File: config.mk
export PLATFORM = sky130hd
export DESIGN_NAME = dev_chip_select
export DESIGN_NICKNAME = d
export VERILOG_FILES = /design/src/rtl/dsel_pkg.sv /design/src/rtl/dsel_fall_det.sv /design/src/rtl/dsel_match.sv /design/src/rtl/dev_chip_select.sv
export SDC_FILE = /design/constraint.sdc
export NUM_CORES = 1
export LEC_CHECK = 0
export ABC_AREA = 1
export BUFFER_PORTS_ARGS = -buffer_cell sky130_fd_sc_hd__buf_2
export CORE_AREA = 2 2 40 42
export DETAILED_ROUTE_END_ITERATION = 12
export DIE_AREA = 0 0 42 44
export HOLD_SLACK_MARGIN = 0.06
export PLACE_DENSITY = 0.82
export REMOVE_ABC_BUFFERS = 1
export SYNTH_ARGS = -nofsm -noshare
export SYNTH_HDL_FRONTEND = slang
export SYNTH_HIERARCHICAL = 1
export SYNTH_SLANG_ARGS = --single-unit
File: constraint.sdc
create_clock -name clk -period 1.7 [get_ports clk]
set_clock_uncertainty 0.15 [all_clocks]
set_input_delay 0 -clock clk [delete_from_list [all_inputs] [get_ports clk]]
set_output_delay 0 -clock clk [all_outputs]
set_load 0.01 [all_outputs]
File: src/rtl/dsel_pkg.sv
package dsel_pkg;

    // Reason for the select decision evaluated at a sample edge.
    typedef enum logic [1:0] {
        SRC_NONE = 2'd0,
        SRC_BCAST = 2'd1,
        SRC_LOCAL = 2'd2,
        SRC_SOFT = 2'd3
    } sel_src_e;

endpackage

File: src/rtl/dsel_fall_det.sv
module dsel_fall_det (
    input  logic clk,
    input  logic rst_n,
    input  logic en_n,
    output logic fall
);
    logic prev_d, prev_q;

    always_comb begin
        prev_d = en_n;
    end

    always_ff @(posedge clk or negedge rst_n) begin
        if (!rst_n) begin
            prev_q <= 1'b1;
        end else begin
            prev_q <= prev_d;
        end
    end

    assign fall = prev_q & ~en_n;
endmodule

File: src/rtl/dsel_match.sv
module dsel_match
    import dsel_pkg::*;
#(
    parameter int PAGE_W = 4
) (
    input  logic              cs1_n,
    input  logic              cs2_n,
    input  logic              soft_off,
    input  logic [PAGE_W-1:0] target,
    input  logic [PAGE_W-1:0] strap,
    output logic              hit
);
    logic [PAGE_W-1:0] bit_eq;
    sel_src_e          src;

    for (genvar i = 0; i < PAGE_W; i++) begin : g_cmp
        assign bit_eq[i] = ~(target[i] ^ strap[i]);
    end

    always_comb begin
        if (!cs1_n) begin
            src = SRC_BCAST;
        end else if (!cs2_n) begin
            src = SRC_LOCAL;
        end else if (!soft_off && (&bit_eq)) begin
            src = SRC_SOFT;
        end else begin
            src = SRC_NONE;
        end
        hit = (src != SRC_NONE);
    end
endmodule

File: src/rtl/dev_chip_select.sv
module dev_chip_select #(
    parameter int DATA_W  = 16,
    parameter int PAGE_W  = 4,
    parameter int OFF_BIT = 8
) (
    input  logic              clk,
    input  logic              rst_n,
    input  logic              en_n,
    input  logic              cs1_n,
    input  logic              cs2_n,
    input  logic [PAGE_W-1:0] page_strap,
    input  logic              dsr_wr,
    input  logic [DATA_W-1:0] dsr_wdata,
    output logic [DATA_W-1:0] dsr_rdata,
    output logic              dev_sel
);
    localparam logic [DATA_W-1:0] PAGE_MASK = DATA_W'((1 << PAGE_W) - 1);
    localparam logic [DATA_W-1:0] OFF_MASK  = DATA_W'(1) << OFF_BIT;
    localparam logic [DATA_W-1:0] KEEP_MASK = PAGE_MASK | OFF_MASK;
    localparam logic [DATA_W-1:0] RST_WORD  = OFF_MASK;

    typedef struct packed {
        logic [DATA_W-1:0] word;
        logic              sel;
    } state_t;

    state_t st_d, st_q;
    logic   fall;
    logic   hit;

    dsel_fall_det u_edge (
        .clk   (clk),
        .rst_n (rst_n),
        .en_n  (en_n),
        .fall  (fall)
    );

    dsel_match #(.PAGE_W(PAGE_W)) u_match (
        .cs1_n    (cs1_n),
        .cs2_n    (cs2_n),
        .soft_off (st_q.word[OFF_BIT]),
        .target   (st_q.word[PAGE_W-1:0]),
        .strap    (page_strap),
        .hit      (hit)
    );

    always_comb begin
        st_d = st_q;
        if (fall) begin
            st_d.sel = hit;
            if (dsr_wr && hit) begin
                st_d.word = dsr_wdata & KEEP_MASK;
            end
        end
    end

    always_ff @(posedge clk or negedge rst_n) begin
        if (!rst_n) begin
            st_q.word <= RST_WORD;
            st_q.sel  <= 1'b0;
        end else begin
            st_q <= st_d;
        end
    end

    assign dsr_rdata = st_q.word;
    assign dev_sel   = st_q.sel;
endmodule

==> results.ini, run 1 <==
[outcome]
status=finished clean

[floorplan]
die_area_sq_um=1850
die_w_um=42
rows=14
core_sq_um=1420
die_h_um=44
initial_core_util=0.324
io_pins=43

[clocking]
postCtsSetupBuffers=0
max-clock-path-buffers=2
cts.repair.resized=0
h-tree-depth=1
root_buffer=clkbuf_4
cts_tree=built
clock_latency_ns=0.25
clk_pin_slew_ns=0.06
numCtsBuffers=3
clock_sinks=7
ctsHoldBuffers=9

[synthesis]
synth-seq-area-share=0.387
synth_area_sq_um=459
yosysWarnings=6
syn_area_per_cell_sq_um=7.29
post_synth_num_cell_types=14
synthCells=63
ys_seq_elements=7

[sta]
fmax_mhz=690
hold_viol=0
finalMaxSlewViolations=0
rsz0062_at_grt=false
fin_setup_tns_ns=0
final.min_clock_period_ns=1.45
setup_viol=0
fin_crit_sh=0.853

[cells_and_area]
register_area_sq_um=178
design_area_sq_um=646
diodes=0
fillers=162
final_core_utilization=0.455
multi_input_comb_area_sq_um=198
drive_above_1_share=0.287
nets=121
syn_to_final_growth_pct=40.6

[power]
p_leak_uw=0.000381
vdd_drop_max_uv=650
power_density_nw_per_um2=825

[setup_path]
cp_cell_sequence=inv_1 > nand2_1 > nand2_1 > nor2_1 > nand3_1 > nand2_1 > nand3_2 > nand2_1 > nand2_1
arrival_ns=1.45
slowest_delay_ns=0.38
cp_slowest_cell=dfrtp_1
path_max_fanout=7
required_ns=1.70
critical_path_class=reg2reg
worstSetupEndpointType=flop
critPathLaunchType=flop
crit_path_frequent_cell=nand2_1

[detailed_routing]
first_pass_iters=4
first_iter_violations=21
drc=0
via_per_inst=4.17
via_count=459
ant_nets=0
wl_um=995
wl_per_cell_um=9.05

[grt]
grt_overflow=0
grt_antenna_before_repair=0
grt_pass1_vias=422
grt_usage=0.119
met2_usage=0.206
grt_pass1_wl_um=1640
grt_max_degree=9
use_met3=0.0500
grt.busiest_layer=met2
grt_use_met1=0.141

[placement]
gp_congestion=0.780
dpl_cell_area_sq_um=529
port-buffer-count=20
hpwl_um=736

[run]
maxCapViolations=0

[min_path]
min_path_type=in2reg

cell usage in the layout, fill, tap and decap left out, drive strengths merged:
cell type,instances
o21ai,1
dfrtp,5
nand2,21
nand4,5
clkbuf,4
nor2,4
nand3,2
dfstp,2
dlygate4sd3,9
buf,20
xnor2,1
inv,9
conb,11
area by class of cell:
class / instances / share of cell area
Multi-Input combinational cell: 45 / 0.306
Timing Repair Buffer: 29 / 0.295
Sequential cell: 7 / 0.275
Inverter: 9 / 0.0523
Clock buffer: 4 / 0.0407
Tap cell: 16 / 0.0310
logic make-up (layout without fill, tap and decap cells):
group | count (synthesis) | count (layout) | synth area share
buffers and inverters | 21 | 42 | 0.264
xor gates and xnor gates | 1 | 1 | 0.0191
other | 1 | 11 | 0.00817
AOI/OAI and AO/OA | 1 | 1 | 0.0109
DFF | 7 | 7 | 0.387
and+or+nand+nor | 32 | 32 | 0.311
stage by stage:
step | hold slack (ns) | instances | setup slack [ns] | total power, uW
floorplan | -0.446 | 61 | 0.358 | 301
global placement | -0.315 | 97 | 0.286 | 358
detailed placement | -0.306 | 97 | 0.245 | 364
CTS | 0.0803 | 110 | 0.235 | 538
global route | 0.0974 | 110 | 0.0572 | 574
finish | 0.0753 | 110 | 0.251 | 533
critical path, delay by kind of cell, from the launching register on:
family | cells | cell delay [ns]
DFF | 1 | 0.38
buffers and inverters | 1 | 0.07
and+or+nand+nor | 8 | 0.73
layer usage:
layer  wire (um)  vias to the layer above
met5           0                        -
met4           0                        0
met3          83                        0
met2         512                       22
met1         399                      206
li1            -                      231
flip-flops by register name, summed over array words and instances, names as in the netlist:
| signal | cells |
|---|---|
| dsr_rdata | 5 |
| dev_sel | 1 |
| u_edge/prev_q | 1 |
path summary, 6_finish.rpt:
kind / to / cells past startpoint / from / slack, ns
min in group asynchronous: u_edge/prev_q / 2 / rst_n / 0.09
worst max-delay path: dsr_rdata[3] / 9 / dsr_rdata[3] / 0.25
worst min register to register: dsr_rdata[8] / 2 / dsr_rdata[8] / 0.35
max in group asynchronous: dsr_rdata[0] / 3 / rst_n / 0.63
worst min-delay path: dsr_rdata[8] / 6 / cs2_n / 0.08
worst max register to register: dsr_rdata[3] / 9 / dsr_rdata[3] / 0.25
cells in the mapped netlist, drive strengths merged:
cell type	number	share of area
nand2	21	0.17
buf	11	0.18
inv	9	0.074
dfrtp	5	0.27
nand4	5	0.068
nor2	4	0.038
dfstp	2	0.11
nand3	2	0.033
clkbuf	1	0.011
conb	1	0.0082
o21ai	1	0.011
xnor2	1	0.019
where the power goes:
group / switching (uW) / internal (uW)
registers: 23.5 / 198
logic: 83.8 / 70.3
clock network: 67.4 / 90.0
No activity file was read; power rests on OpenSTA's default activity.
==> run 2, diff against run 1 <==
--- a/config.mk
+++ b/config.mk
@@ -7,11 +7,11 @@
 export LEC_CHECK = 0
 export ABC_AREA = 1
 export BUFFER_PORTS_ARGS = -buffer_cell sky130_fd_sc_hd__buf_2
-export CORE_AREA = 2 2 40 42
+export CORE_AREA = 2 2 42 44
 export DETAILED_ROUTE_END_ITERATION = 12
-export DIE_AREA = 0 0 42 44
+export DIE_AREA = 0 0 44 46
 export HOLD_SLACK_MARGIN = 0.06
-export PLACE_DENSITY = 0.82
+export PLACE_DENSITY = 0.78
 export REMOVE_ABC_BUFFERS = 1
 export SYNTH_ARGS = -nofsm -noshare
 export SYNTH_HDL_FRONTEND = slang
==> constraint.sdc (replaced) <==
create_clock -name clk -period 1.3 [get_ports clk]
set_clock_uncertainty 0.15 [all_clocks]
set_input_delay 0 -clock clk [delete_from_list [all_inputs] [get_ports clk]]
set_output_delay 0 -clock clk [all_outputs]
set_load 0.01 [all_outputs]
==> run 2 against run 1 <==
  * The flow now finishes with violations (setup timing)
  * Sequential power rose by 27%
  * First-iteration DRC count shrank 62%
  * Non-clock buffer count rose by 11
  * Critical path depth down 1
  * Design area rose by 16%
  * Core utilization grew 1.1 points
  * Largest cell class is now buffers
  * Largest power group is now combinational cells
==> results.ini, run 2 (synthesis gave the netlist of run 1 again) <==
[outcome]
status=finished with violations
violations=setup timing

[detailed_routing]
wl_per_cell_um=9.60  ; +6.1%
first_iter_violations=8  ; -62%
wl_um=1170  ; +18%
first_pass_iters=4  ; unchanged
via_count=529  ; +15%
ant_nets=0  ; unchanged
drc=0  ; unchanged
via_per_inst=4.34  ; +3.9%

[setup_path]
arrival_ns=1.38  ; -0.07 ns
r2r-start=dsr_rdata[8]
cp-startpoint=dsr_rdata[8]
required_ns=1.34  ; -0.36 ns
critPathLaunchType=flop
critical_path_class=reg2reg
r2r_end=dsr_rdata[8]
reg2reg_depth=8  ; -1
worstSetupEndpointType=flop
reg2reg_slack_ns=-0.04  ; -0.29 ns
path_max_fanout=7  ; unchanged

[grt]
grt_pass1_wl_um=1880  ; +15%
grt_overflow=0  ; unchanged
grt_antenna_before_repair=0  ; unchanged
grt_max_degree=8  ; -1
grt_pass1_vias=458  ; +8.5%
grt_usage=0.136  ; +0.0164

[clocking]
h-tree-depth=1  ; unchanged
cts_tree=built
clock_latency_ns=0.26  ; about the same
clk_pin_slew_ns=0.06  ; about the same
max-clock-path-buffers=2  ; unchanged
numCtsBuffers=3  ; unchanged
root_buffer=clkbuf_4
clock_sinks=7  ; unchanged

[power]
power_density_nw_per_um2=1040  ; +27%
vdd_drop_max_uv=588  ; -9.5%
p_leak_uw=0.000438  ; +15%

[floorplan]
die_h_um=46  ; +4.5%
rows=15  ; +1
die_area_sq_um=2020  ; +9.5%
die_w_um=44  ; +4.8%
core_sq_um=1610  ; +14%
initial_core_util=0.284  ; -0.0391
io_pins=43  ; unchanged

[sta]
fin_crit_sh=1.03  ; +0.178
hold_slack_ns=0.0591  ; -0.0162 ns
setup_viol=6  ; +6
final.min_clock_period_ns=1.34  ; -0.109 ns
fmax_mhz=746  ; +8.1%
rsz0062_at_grt=true
finalMaxSlewViolations=0  ; unchanged
timing.final.ws_setup_ns=-0.0402  ; -0.291 ns
hold_viol=0  ; unchanged

[cells_and_area]
drive_above_1_share=0.362  ; +0.0747
nets=132  ; +9.1%
syn_to_final_growth_pct=63.8
diodes=0  ; unchanged
layout_common_cells=20 x nand2_1, 20 x buf_2, 11 x conb_1, 10 x dlygate4sd3_1, 10 x buf_4
fillers=165  ; +1.9%
design_area_sq_um=752  ; +16%
largest_reg_flops=5  ; unchanged

[placement]
port-buffer-count=20  ; unchanged
dpl_cell_area_sq_um=576  ; +8.7%
hpwl_um=790  ; +7.4%
gp_congestion=0.778  ; -0.23%

[min_path]
min_to=dsr_rdata[3]
min_path_type=in2reg
hp-start=cs1_n
min_path_cells=6  ; unchanged

[run]
maxCapViolations=0  ; unchanged

run 2: power breakdown:
part | leakage, uW | internal, uW | switching, uW
clock | 0.0000150 | 118 | 91.5
sequential | 0.0000827 | 258 | 22.1
combinational | 0.000340 | 156 | 140
run 2: routing by layer:
layer | vias to the layer above | track usage | part of all wire
li1 | 255 | - | -
met1 | 244 | 0.137 | 0.39
met2 | 28 | 0.232 | 0.51
met3 | 2 | 0.0635 | 0.088
met4 | 0 | 0.0727 | 0.0085
met5 | - | 0 | 0
run 2: how the worst max path moves through the flow:
stage / end / slack, ns / depth (start not counted)
after global placement: dsr_rdata[1] / -0.06 / 8
after CTS: dsr_rdata[8] / -0.04 / 8
final: dsr_rdata[8] / -0.04 / 8
after floorplan: dsr_rdata[0] / -0.04 / 9
after detailed placement: dsr_rdata[1] / -0.10 / 9
after global routing: dsr_rdata[1] / -0.18 / 9
run 2: critical path, stage by stage (launching register included):
cell     delay, ns
dfstp_2       0.53
inv_1         0.04
nand2_1       0.05
nor2_1        0.04
nand3_1       0.11
nand2_4       0.10
buf_4         0.14
nand4_1       0.06
nand2_1       0.05
run 2: what timing repair did:
item,4_1_cts,5_1_grt
setup endpoints to repair,6,6
setup buffers,3,1
gates resized for setup,3,1
hold buffers,10,0
pin swaps,2,2
endpoints found under the hold margin,14,0
run 2: metrics by stage:
step	worst slack [ns]	utilization	setup TNS [ns]	instances	power, uW
3_3_place_gp	-0.0558	0.357	-0.225	104	514
4_1_cts	-0.0373	0.458	-0.125	121	783
5_1_grt	-0.183	0.466	-0.932	122	846
2_1_floorplan	-0.0423	-	-0.171	61	394
6_report	-0.0402	0.466	-0.121	122	786
3_5_place_dp	-0.104	0.357	-0.450	104	517
run 2: area by class of cell:
type | instances | area [sq um] | share of cell area
timing repair buffer | 40 | 275 | 0.366
multi-input combinational | 45 | 218 | 0.290
sequential | 7 | 178 | 0.236
inverter | 9 | 33.8 | 0.0449
clock buffer | 4 | 26.3 | 0.0349
tap | 17 | 21.3 | 0.0283
